### src/rtl/scr_pkg.sv
package scr_pkg;
  localparam int QW = 4;

  localparam logic [1:0] RGN_T1  = 2'd0;
  localparam logic [1:0] RGN_T2  = 2'd1;
  localparam logic [1:0] RGN_ET  = 2'd2;
  localparam logic [1:0] RGN_CMP = 2'd3;

  localparam logic [7:0] POS_ETYPE = 8'd12;
  localparam logic [7:0] POS_DSTC  = 8'd15;
  localparam logic [7:0] POS_UDP   = 8'd36;

  typedef struct packed {
    logic          spare;
    logic          drop;
    logic          port_en;
    logic          dstc_en;
    logic [15:0]   port;
    logic [7:0]    dstc;
    logic [QW-1:0] queue;
  } t1_rule_t;

  typedef struct packed {
    logic          drop;
    logic          c_en;
    logic [4:0]    c_idx;
    logic          b_en;
    logic [4:0]    b_idx;
    logic          a_en;
    logic [4:0]    a_idx;
    logic          et_en;
    logic [2:0]    et_idx;
    logic          vlan_en;
    logic          spare;
    logic [2:0]    vlan_pri;
    logic [QW-1:0] queue;
  } t2_rule_t;

  function automatic logic [7:0] mode_base(input logic [1:0] mode);
    case (mode)
      2'd0:    return 8'd0;
      2'd1:    return 8'd14;
      2'd2:    return 8'd34;
      default: return 8'd42;
    endcase
  endfunction
endpackage

### src/rtl/scr_frame_tap.sv
module scr_frame_tap
  import scr_pkg::*;
(
  input  logic        clk,
  input  logic        rst_n,
  input  logic        beat,
  input  logic        sof,
  input  logic        eof,
  input  logic [7:0]  data,
  output logic [7:0]  pos_o,
  output logic [15:0] etype_o,
  output logic [7:0]  dstc_o,
  output logic [15:0] port_o,
  output logic        done_o
);
  localparam int NTAP = 5;
  localparam logic [7:0] TAP_POS [NTAP] = '{POS_ETYPE, POS_ETYPE + 8'd1, POS_DSTC,
                                            POS_UDP, POS_UDP + 8'd1};

  logic [7:0] cnt;
  logic [7:0] tap [NTAP];

  assign pos_o = sof ? 8'd0 : cnt;

  always_ff @(posedge clk or negedge rst_n) begin
    if (!rst_n) begin
      cnt    <= '0;
      done_o <= 1'b0;
    end else begin
      done_o <= beat && eof;
      if (beat) cnt <= (pos_o == 8'hFF) ? pos_o : pos_o + 8'd1;
    end
  end

  for (genvar g = 0; g < NTAP; g++) begin : g_tap
    always_ff @(posedge clk or negedge rst_n) begin
      if (!rst_n)                           tap[g] <= '0;
      else if (beat && pos_o == TAP_POS[g]) tap[g] <= data;
      else if (beat && sof)                 tap[g] <= '0;
    end

    a_r12_tap_capture: assert property (@(posedge clk) disable iff (!rst_n)
      beat && pos_o == TAP_POS[g] |=> tap[g] == $past(data));
  end

  assign etype_o = {tap[0], tap[1]};
  assign dstc_o  = tap[2];
  assign port_o  = {tap[3], tap[4]};

  a_r2_done_follows_eof: assert property (@(posedge clk) disable iff (!rst_n)
    beat && eof |=> done_o);
endmodule

### src/rtl/scr_cmp_entry.sv
module scr_cmp_entry
  import scr_pkg::*;
(
  input  logic        clk,
  input  logic        rst_n,
  input  logic        we_val,
  input  logic        we_ctl,
  input  logic [31:0] wdata,
  input  logic        beat,
  input  logic        sof,
  input  logic [7:0]  pos,
  input  logic [7:0]  data,
  output logic        hit_o
);
  logic [15:0] mask_q, val_q;
  logic [6:0]  off_q;
  logic [1:0]  mode_q;
  logic        nomask_q;
  logic [7:0]  cap_hi, cap_lo;
  logic [7:0]  hi_pos, lo_pos;
  logic [15:0] eff_mask;

  assign hi_pos = mode_base(mode_q) + {1'b0, off_q};
  assign lo_pos = hi_pos + 8'd1;

  always_ff @(posedge clk or negedge rst_n) begin
    if (!rst_n) begin
      mask_q <= '0; val_q <= '0; off_q <= '0; mode_q <= '0; nomask_q <= 1'b0;
    end else begin
      if (we_val) {val_q, mask_q} <= wdata;
      if (we_ctl) {nomask_q, mode_q, off_q} <= wdata[9:0];
    end
  end

  always_ff @(posedge clk or negedge rst_n) begin
    if (!rst_n) begin
      cap_hi <= '0;
      cap_lo <= '0;
    end else if (beat) begin
      if (pos == hi_pos)  cap_hi <= data;
      else if (sof)       cap_hi <= '0;
      if (pos == lo_pos)  cap_lo <= data;
      else if (sof)       cap_lo <= '0;
    end
  end

  assign eff_mask = nomask_q ? 16'hFFFF : mask_q;
  assign hit_o    = (({cap_hi, cap_lo} & eff_mask) == (val_q & eff_mask));

  a_r8_hi_capture: assert property (@(posedge clk) disable iff (!rst_n)
    beat && pos == hi_pos |=> cap_hi == $past(data));
  a_r8_lo_capture: assert property (@(posedge clk) disable iff (!rst_n)
    beat && pos == lo_pos |=> cap_lo == $past(data));
endmodule

### src/rtl/scr_rule_pick.sv
module scr_rule_pick
  import scr_pkg::*;
#(
  parameter int N = 4
) (
  input  logic                  clk,
  input  logic                  rst_n,
  input  logic [N-1:0]          hit_i,
  input  logic [N-1:0][QW-1:0]  q_i,
  input  logic [N-1:0]          drop_i,
  output logic                  any_o,
  output logic [QW-1:0]         q_o,
  output logic                  drop_o
);
  localparam int SW = (N > 1) ? $clog2(N) : 1;

  logic [SW-1:0] sel;

  always_comb begin
    sel   = '0;
    any_o = 1'b0;
    for (int i = N - 1; i >= 0; i--) begin
      if (hit_i[i]) begin
        sel   = SW'(i);
        any_o = 1'b1;
      end
    end
  end

  assign q_o    = any_o ? q_i[sel] : '0;
  assign drop_o = any_o && drop_i[sel];

  a_r5_lowest_wins: assert property (@(posedge clk) disable iff (!rst_n)
    any_o |-> hit_i[sel] && ((hit_i & ((N'(1) << sel) - N'(1))) == '0));
  a_r5_idle_no_hit: assert property (@(posedge clk) disable iff (!rst_n)
    !any_o |-> hit_i == '0);
endmodule

### src/rtl/rx_queue_screener.sv
module rx_queue_screener
  import scr_pkg::*;
#(
  parameter int N_T1  = 4,
  parameter int N_T2  = 4,
  parameter int N_ET  = 8,
  parameter int N_CMP = 8
) (
  input  logic          clk,
  input  logic          rst_n,
  input  logic          s_valid,
  output logic          s_ready,
  input  logic [7:0]    s_data,
  input  logic          s_sof,
  input  logic          s_eof,
  input  logic          cfg_we,
  input  logic [7:0]    cfg_addr,
  input  logic [31:0]   cfg_wdata,
  output logic          dec_valid,
  output logic [QW-1:0] dec_queue,
  output logic          dec_drop
);
  logic [1:0] rgn;
  logic [5:0] low;
  assign rgn = cfg_addr[7:6];
  assign low = cfg_addr[5:0];

  t1_rule_t    t1_w   [N_T1];
  t2_rule_t    t2_w   [N_T2];
  logic [15:0] et_tab [N_ET];

  always_ff @(posedge clk or negedge rst_n) begin
    if (!rst_n) begin
      for (int i = 0; i < N_T1; i++) t1_w[i]   <= '0;
      for (int i = 0; i < N_T2; i++) t2_w[i]   <= '0;
      for (int i = 0; i < N_ET; i++) et_tab[i] <= '0;
    end else if (cfg_we) begin
      for (int i = 0; i < N_T1; i++)
        if (rgn == RGN_T1 && low == 6'(i)) t1_w[i] <= t1_rule_t'(cfg_wdata);
      for (int i = 0; i < N_T2; i++)
        if (rgn == RGN_T2 && low == 6'(i)) t2_w[i] <= t2_rule_t'(cfg_wdata);
      for (int i = 0; i < N_ET; i++)
        if (rgn == RGN_ET && low == 6'(i)) et_tab[i] <= cfg_wdata[15:0];
    end
  end

  logic        beat, done;
  logic [7:0]  pos;
  logic [15:0] cap_et, cap_port;
  logic [7:0]  cap_dstc;

  assign s_ready = 1'b1;
  assign beat    = s_valid;

  scr_frame_tap u_tap (
    .clk(clk), .rst_n(rst_n), .beat(beat), .sof(s_sof), .eof(s_eof), .data(s_data),
    .pos_o(pos), .etype_o(cap_et), .dstc_o(cap_dstc), .port_o(cap_port), .done_o(done)
  );

  logic [N_CMP-1:0] cmp_hit;
  for (genvar g = 0; g < N_CMP; g++) begin : g_cmp
    logic sel_entry;
    assign sel_entry = cfg_we && rgn == RGN_CMP && low[5:1] == 5'(g);
    scr_cmp_entry u_cmp (
      .clk(clk), .rst_n(rst_n),
      .we_val(sel_entry && !low[0]), .we_ctl(sel_entry && low[0]), .wdata(cfg_wdata),
      .beat(beat), .sof(s_sof), .pos(pos), .data(s_data), .hit_o(cmp_hit[g])
    );
  end

  logic [N_T1-1:0]         t1_hit, t1_drop;
  logic [N_T1-1:0][QW-1:0] t1_q;
  always_comb begin
    logic ok, bad;
    for (int i = 0; i < N_T1; i++) begin
      ok  = (t1_w[i].port_en && t1_w[i].port == cap_port) ||
            (t1_w[i].dstc_en && t1_w[i].dstc == cap_dstc);
      bad = (t1_w[i].port_en && t1_w[i].port != cap_port) ||
            (t1_w[i].dstc_en && t1_w[i].dstc != cap_dstc);
      t1_hit[i]  = ok && !bad;
      t1_drop[i] = t1_w[i].drop;
      t1_q[i]    = t1_w[i].queue;
    end
  end

  logic [N_T2-1:0]         t2_hit, t2_drop;
  logic [N_T2-1:0][QW-1:0] t2_q;
  always_comb begin
    logic [3:0] en, res;
    for (int i = 0; i < N_T2; i++) begin
      en  = {t2_w[i].c_en, t2_w[i].b_en, t2_w[i].a_en, t2_w[i].et_en};
      res = '0;
      for (int k = 0; k < N_ET; k++)
        if (t2_w[i].et_idx == 3'(k)) res[0] = (et_tab[k] == cap_et);
      for (int k = 0; k < N_CMP; k++) begin
        if (t2_w[i].a_idx == 5'(k)) res[1] = cmp_hit[k];
        if (t2_w[i].b_idx == 5'(k)) res[2] = cmp_hit[k];
        if (t2_w[i].c_idx == 5'(k)) res[3] = cmp_hit[k];
      end
      t2_hit[i]  = (|(en & res)) && !(|(en & ~res));
      t2_drop[i] = t2_w[i].drop;
      t2_q[i]    = t2_w[i].queue;
    end
  end

  logic          t1_any, t2_any, t1_d, t2_d;
  logic [QW-1:0] t1_sel_q, t2_sel_q;

  scr_rule_pick #(.N(N_T1)) u_pick1 (
    .clk(clk), .rst_n(rst_n), .hit_i(t1_hit), .q_i(t1_q), .drop_i(t1_drop),
    .any_o(t1_any), .q_o(t1_sel_q), .drop_o(t1_d)
  );
  scr_rule_pick #(.N(N_T2)) u_pick2 (
    .clk(clk), .rst_n(rst_n), .hit_i(t2_hit), .q_i(t2_q), .drop_i(t2_drop),
    .any_o(t2_any), .q_o(t2_sel_q), .drop_o(t2_d)
  );

  assign dec_valid = done;
  always_comb begin
    dec_queue = '0;
    dec_drop  = 1'b0;
    if (done) begin
      if (t1_any) begin
        dec_queue = t1_sel_q;
        dec_drop  = t1_d;
      end else if (t2_any) begin
        dec_queue = t2_sel_q;
        dec_drop  = t2_d;
      end
    end
  end

  logic cfg_unused;
  always_comb begin
    cfg_unused = 1'b0;
    for (int i = 0; i < N_T1; i++) cfg_unused ^= t1_w[i].spare;
    for (int i = 0; i < N_T2; i++)
      cfg_unused ^= ^{t2_w[i].vlan_en, t2_w[i].spare, t2_w[i].vlan_pri};
  end

  a_r2_valid_after_eof: assert property (@(posedge clk) disable iff (!rst_n)
    dec_valid |-> $past(s_valid && s_eof));
  a_r5_default_queue: assert property (@(posedge clk) disable iff (!rst_n)
    dec_valid && !t1_any && !t2_any |-> dec_queue == '0 && !dec_drop);
  a_r10_drop_needs_winner: assert property (@(posedge clk) disable iff (!rst_n)
    dec_drop |-> dec_valid && (t1_any || t2_any));
endmodule

### config.mk
export PLATFORM = sky130hd
export DESIGN_NAME = rx_queue_screener
export DESIGN_NICKNAME = d
export VERILOG_FILES = /design/src/rtl/scr_pkg.sv /design/src/rtl/scr_frame_tap.sv /design/src/rtl/scr_cmp_entry.sv /design/src/rtl/scr_rule_pick.sv /design/src/rtl/rx_queue_screener.sv
export SDC_FILE = /design/constraint.sdc
export NUM_CORES = 2
export LEC_CHECK = 0
export BUFFER_PORTS_ARGS = -buffer_cell sky130_fd_sc_hd__buf_2
export CAP_MARGIN = 25
export CORE_ASPECT_RATIO = 0.7
export CORE_MARGIN = 5
export CORE_UTILIZATION = 44
export CTS_CLUSTER_DIAMETER = 120
export CTS_CLUSTER_SIZE = 28
export DETAILED_ROUTE_END_ITERATION = 10
export MAX_ROUTING_LAYER = met4
export PLACE_DENSITY = 0.65
export SKIP_LAST_GASP = 1
export SLEW_MARGIN = 25
export SYNTH_ARGS = -nofsm -noshare
export SYNTH_HDL_FRONTEND = slang
export SYNTH_SLANG_ARGS = --single-unit
### constraint.sdc
create_clock -name clk -period 3.45 [get_ports clk]
set_input_delay 0.5175 -clock clk [delete_from_list [all_inputs] [get_ports clk]]
set_output_delay 0.5175 -clock clk [all_outputs]
set_load 0.03 [all_outputs]
; ---- Yosys cells after proc, flatten, opt, wreduce, memory -nomap -nowiden
; Cells that the tools add are included.
[word_totals]
reg_bits = 873
in_bits = 54
out_inout_bits = 7
wordCells = 759
[op_classes]
addsub = 17
magnitude_cmp = 2
n_eq_ne = 199
muxes = 199
n_bitwise = 28
n_reduce_logical = 179
[ops]
columns = cell, count
row1 = 16-bit == test, 20
row2 = 5-bit by 3-bit == test with 1-bit output (second input constant), 52
row3 = 16-bit AND, 16
row4 = 8-bit 2-to-1 mux, 25
row5 = 8-bit == test, 20
row6 = 6-bit case mux with 3 select lines, 8
row7 = 1-bit 2-to-1 mux, 141
row8 = 5-bit by 2-bit == test with 1-bit output (second input constant), 26
row9 = 16-bit 2-to-1 mux, 8
row10 = 1-bit logical AND, 74
row11 = 8-bit by 1-bit adder with 8-bit output (second input constant), 9
row12 = 5-bit by 1-bit == test with 1-bit output (second input constant), 13
row13 = 5-bit zero test, 13
row14 = 6-bit by 7-bit adder with 8-bit output, 8
row15 = 16-bit inequality test, 4
row16 = 2-bit AND reduction, 32
row17 = 3-bit == test (second input constant), 16
row18 = 2-bit nonzero test, 21
row19 = 4-bit AND, 8
row20 = 8-bit inequality test, 4
row21 = 4-bit OR reduction, 8
row22 = 3-bit by 2-bit == test with 1-bit output (second input constant), 8
row23 = 6-bit by 3-bit == test with 1-bit output (second input constant), 4
row24 = 8-bit by 4-bit == test with 1-bit output (second input constant), 3
row25 = other kinds (18), 83

; ---- Longest topological paths before layout
[logic_depth]
depth_word = 26
depth_mapped = 14

; ---- Hierarchy
; From an unflattened synthesis, not the netlist that was laid out.
[hier_totals]
hier_cells = 3516
area_unflattened_um2 = 43708.2
[by_module_without_submodules]
columns = mod, n_inst, cells_each, area_each_um2
row1 = scr_cmp_entry, 8, 250, 2972.9
row2 = rx_queue_screener, 1, 1274, 17440.5
row3 = scr_frame_tap, 1, 200, 2227.1
row4 = scr_rule_pick, 2, 21, 128.9

; ---- Least setup slack after synthesis
; Ideal clock, no wire load.
[synth_timing]
kind = register to output
start = reg g_cmp[5].u_cmp.nomask_q
end = out dec_queue[0]
t_arrival_ps = 3458
t_required_ps = 2932
setup_slack_ps = -525
path_stages_with_launch = 13
cell_sequence = dfrtp_1 -> buf_6 -> buf_12 -> nor2_4 -> o22ai_1 -> nor4_2 -> nand2_2 -> mux4_2 -> or4b_1 -> nand3_2 -> nand3_4 -> mux2_4 -> a31oi_1
[synth_between]
elab_chain_len = 20
elab_cells_between_ends = 81
[synth_lines]
columns = item, line
row1 = "start, declared", scr_cmp_entry.sv:18  ; logic nomask_q;
row2 = "start signal, assigned", scr_cmp_entry.sv:31  ; if (we_ctl) {nomask_q, mode_q, off_q} <= wdata[9:0];
row3 = 16-bit 2-to-1 mux *, scr_cmp_entry.sv:47  ; assign eff_mask = nomask_q ? 16'hFFFF : mask_q;
row4 = 16-bit AND, scr_cmp_entry.sv:48  ; assign hit_o = (({cap_hi, cap_lo} & eff_mask) == (val_q & eff_mask));
row5 = 16-bit == test *, scr_cmp_entry.sv:48
row6 = "1-bit 2-to-1 mux, on equally long branches (3 in series)", "rx_queue_screener.sv:96, rx_queue_screener.sv:97, rx_queue_screener.sv:98"
row7 = 4-bit inverter, rx_queue_screener.sv:100  ; t2_hit[i] = (|(en & res)) && !(|(en & ~res));
row8 = 4-bit AND, rx_queue_screener.sv:100
row9 = 4-bit OR reduction, rx_queue_screener.sv:100
row10 = 1-bit zero test, rx_queue_screener.sv:100
row11 = 1-bit logical AND, rx_queue_screener.sv:100
row12 = 2-bit 2-to-1 mux (4 in series), scr_rule_pick.sv:23  ; if (hit_i[i]) begin
row13 = 4-bit binary-select mux with 2-bit select, scr_rule_pick.sv:30  ; assign q_o = any_o ? q_i[sel] : '0;
row14 = 4-bit 2-to-1 mux (implied by the code), scr_rule_pick.sv:30
row15 = 4-bit 2-to-1 mux *, rx_queue_screener.sv:126  ; end else if (t2_any) begin
row16 = 4-bit 2-to-1 mux *, rx_queue_screener.sv:123  ; if (t1_any) begin
row17 = 4-bit 2-to-1 mux *, rx_queue_screener.sv:122  ; if (done) begin
row18 = "end, declared", rx_queue_screener.sv:20  ; output logic [QW-1:0] dec_queue,
; Mark *: on every way between the ends. The rest lies on a longest branch, timed or not. The select of a mux whose other input is x is not followed.

; ---- Final worst setup path
[layout_timing]
start = reg u_tap.tap, in the netlist u_tap.etype_o[2]
end = out dec_queue[3]
[layout_between]
elab_chain_len = 23
elab_cells_between_ends = 81
[layout_lines]
columns = item, line
row1 = "start, declared", scr_frame_tap.sv:21  ; logic [7:0] tap [NTAP];
row2 = "start signal, assigned by index", scr_frame_tap.sv:38  ; else if (beat && pos_o == TAP_POS[g]) tap[g] <= data;
row3 = 16-bit == test, rx_queue_screener.sv:94  ; if (t2_w[i].et_idx == 3'(k)) res[0] = (et_tab[k] == cap_et);
row4 = 1-bit 2-to-1 mux (8 in series), rx_queue_screener.sv:94
row5 = 4-bit inverter, rx_queue_screener.sv:100
row6 = 4-bit AND, rx_queue_screener.sv:100
row7 = 4-bit OR reduction, rx_queue_screener.sv:100
row8 = 1-bit zero test, rx_queue_screener.sv:100
row9 = 1-bit logical AND, rx_queue_screener.sv:100
row10 = 2-bit 2-to-1 mux (4 in series), scr_rule_pick.sv:23
row11 = 4-bit binary-select mux with 2-bit select, scr_rule_pick.sv:30
row12 = 4-bit 2-to-1 mux (implied by the code), scr_rule_pick.sv:30
row13 = 4-bit 2-to-1 mux *, rx_queue_screener.sv:126
row14 = 4-bit 2-to-1 mux *, rx_queue_screener.sv:123
row15 = 4-bit 2-to-1 mux *, rx_queue_screener.sv:122
; Marks and branches as above.

==> impl_metrics.yaml <==
logic_synthesis:
  synth_edf_count: 0
  synth_top_family_by_area: "multiplexers"
  synth-async-reset-ratio: 1.000
  seq_area_frac_synth: 0.5085
  syn_area_per_cell_sq_um: 11.60
  yosys_warnings: 0
  synth_compound_area_frac: 0.05714
  synth_xor_area_frac: 0.1032
  synth_top_area_share: 0.5085
  synthAdderAreaFrac: 0.01625
  ys_types: 77
  syn-num-nets: 3808
  syn_area_sq_mm: 0.04296
  yosys.cell_count.top_type: "dfrtp_1"
  yosysTopAreaCell: "dfrtp_1"
  synth.ff_latch_count: 873
  yosys.area_share.simple: 0.09576
  synth_area_leaders: "dfrtp_1, mux2_2, xnor2_1"
  synthFlopType: "dfrtp_1"
  synth_mux_area_frac: 0.1906
  postSynthCellCount: 3703
  synth_common_cells: "dfrtp_1, mux2_2, xnor2_1, nand2_1, o21ai_0"
global_route:
  antenna_found_initial: 9
  grt_pass1_vias: 28980
  overflow: 0
  grtUsageTotal: 0.2497
  grt_start_max_net_pins: 115
  grt_pass1_wl_um: 192300
worst_setup_path:
  rr_worst_depth: 13
  reg2reg_from: "g_cmp[4].u_cmp.mode_q[1]"
  crit_path_start: "u_tap.etype_o[2]"
  rr_endpoint: "g_cmp[4].u_cmp.cap_lo[5]"
  required_ps: 2930
  path_cells: "buf_4, xnor2_1, nand4_1, nor4_2, buf_4, mux4_2, mux2i_1, a211o_1, or4_4, o31ai_2, buf_4, a21oi_4, buf_4"
  critical_path_depth: 13
  path_delay_family: "simple AND/OR/NAND/NOR gates"
  arrival_ps: 4110
  crit_buf_inv: 4
  ff2ff_setup_slack_ps: 120
  crit_path_frequent_cell: "buf_4"
  max_stage_delay_ps: 570
  endpoint_kind: "primary output"
  cp-start-kind: "flop"
  critical-path-slowest-cell: "or4_4"
  crit_type: "flop to primary output"
  cp_max_fo: 7
  endpoint: "dec_queue[3]"
die:
  start_util: 0.4456
  io_pins: 61
  dieArea_sq_mm: 0.1041
  die_width_um: 383.5
  coreArea_sq_mm: 0.09640
  dieHeight_um: 271.4
  rows: 95
hold_path:
  hold_path_class: "input port to flop"
detailed_routing:
  finalWirelength_um: 128400
  ant_nets: 0
  wl_per_cell_um: 24.84
  routed-via-count: 29740
  drtIter0Drc: 3087
  dr.pass1.iters: 5
  drt_drc_violations_left: 0
  routed_via_density: 5.754
sta:
  fmax_mhz: 216.0
  finalSetupViolations: 5
  worst_slew_pin_slew_ps: 1150
  finalWorstSetupSlack_ps: -1181
  post-route-min-period_ps: 4631
  relSlewSlack: 0.2335
  hold_violations: 0
  clock_skew_ps: 17.03
  slew_violations: 0
  finalCritPeriodShare: 1.342
  rsz0062_at_grt: "yes"
status:
  violations: "setup timing"
  run_status: "finished, violations left"
cts:
  insertion_delay_ps: 620
  cts-htree-levels: 2
  cts.clk_slew.worst_paths_ps: 110
  cts_buffers: 37
  cts_root_buf: "clkbuf_16"
  cts.path.max_buffers: 3
  cts_num_sinks: 873
  cts_tree: "done"
place:
  place.port_buffers: 59
  dpl.hpwl_um: 83510
  dp_cells: 5092
  gp_congestion: 0.8882
cells_and_area:
  antenna_cells: 0
  drive_gt1_frac: 0.3293
  layout.cells.non_filler: 5169
  area_growth_pct: 12.97
  num-fill-cells: 8536
  multiInputGateArea_sq_mm: 0.02073
  regArea_sq_mm: 0.02186
  fin_nets: 3962
power_and_ir_drop:
  peakVddDrop_mv: 0.3752
  leakagePower_nw: 22.93
  power.total_w: 0.02241
  power.density_mw_per_mm2: 461.6
job:
  drv_cap: 0
==> what timing repair did <==
item	CTS	global route
endpoints found under the hold margin	55	0
gates resized for setup	50	82
endpoints found under the setup margin	45	84
gates cloned	1	6
setup buffers	6	23
hold buffers	1	0
pin swaps	19	48
==> final cells by class <==
type / instances / area share
repair buffers: 370 / 0.06432
multi-input cells: 2530 / 0.4272
flip-flops and latches: 873 / 0.4504
clock buffers: 39 / 0.02011
inverters: 45 / 0.003480
clock inverters: 3 / 0.0007476
well taps: 1309 / 0.03375
==> cell families after synthesis <==
group / Yosys count
flip-flops: 873
AND/OR/NAND/NOR: 849
multiplexers: 712
XOR/XNOR: 506
AO/OA/AOI/OAI: 410
buffers and inverters: 301
adder cells (fa/ha/maj): 51
other: 1
==> worst min path at each step <==
| stage | startpoint | cells after the start | end |
|---|---|---|---|
| after floorplan | rst_n | 0 | et_tab[0] |
| after global placement | t1_q[9] | 1 | t1_q[9] |
| after detailed placement | t1_drop[2] | 1 | t1_drop[2] |
| after CTS | s_eof | 2 | u_tap.done_o |
| after global routing | s_eof | 2 | u_tap.done_o |
| final | s_eof | 2 | u_tap.done_o |
==> metal layers <==
metal	share of wire	wire, um	vias up	track usage
met1	0.49	62300	15490	0.3909
met2	0.43	54660	1005	0.3572
met5	0	0	-	-
li1	-	-	13140	-
met3	0.074	9545	116	0.02641
met4	0.015	1894	0	0.03660
==> per-stage QoR <==
| step | TNS (ps) | cell area [sq um] | hold slack (ps) | setup WS [ps] | utilization |
|---|---|---|---|---|---|
| finish | -5816 | 48530 | 243.9 | -1181 | 0.5035 |
| global route | -7283 | 48530 | 214.3 | -1342 | 0.5035 |
| global placement | -4094 | 46520 | 483.8 | -883.6 | 0.4825 |
| detailed placement | -4657 | 46540 | 491.2 | -948.2 | 0.4828 |
| CTS | -5868 | 47850 | 204.1 | -1208 | 0.4963 |
| floorplan | -887.9 | 43190 | 221.9 | -206.8 | - |
==> registers in the layout, indices dropped and copies added (netlist names), 16 cells and up <==
name                flops
u_tap.port_o           16
t1_q                   16
g_cmp.u_cmp.cap_lo     64
et_tab                128
g_cmp.u_cmp.cap_hi     64
g_cmp.u_cmp.off_q      56
g_cmp.u_cmp.mode_q     16
t1_w                  104
u_tap.etype_o          16
t2_w                   88
t2_q                   16
g_cmp.u_cmp.val_q     128
g_cmp.u_cmp.mask_q    128
==> where the power goes <==
group | switching, W | leakage (nW) | internal, W | total (W)
clock | 0.00330 | 0.495 | 0.00207 | 0.00537
combinational | 0.00292 | 10.6 | 0.00246 | 0.00537
sequential | 0.000620 | 11.9 | 0.0110 | 0.0117
total | 0.00684 | 22.9 | 0.0156 | 0.0224
==> layout by cell type, fill, tap and decap left out, drive strengths merged, types with 6 or more instances in the layout <==
master,instances
mux2,691
inv,46
fa,8
mux4,15
buf,366
o31ai,7
or4,12
nand3b,16
o22ai,65
nor4,54
o21a,9
a21o,17
dfrtp,873
mux2i,6
and3,13
and2,7
a31oi,24
nor3,47
nand3,129
nand4,55
or2,9
nand2,284
o21ai,210
a21oi,30
nor2,175
nor2b,25
xnor2,329
nand2b,10
clkbuf,42
xor2,177
ha,43
Note: power is estimated with default switching activity, not from simulation.
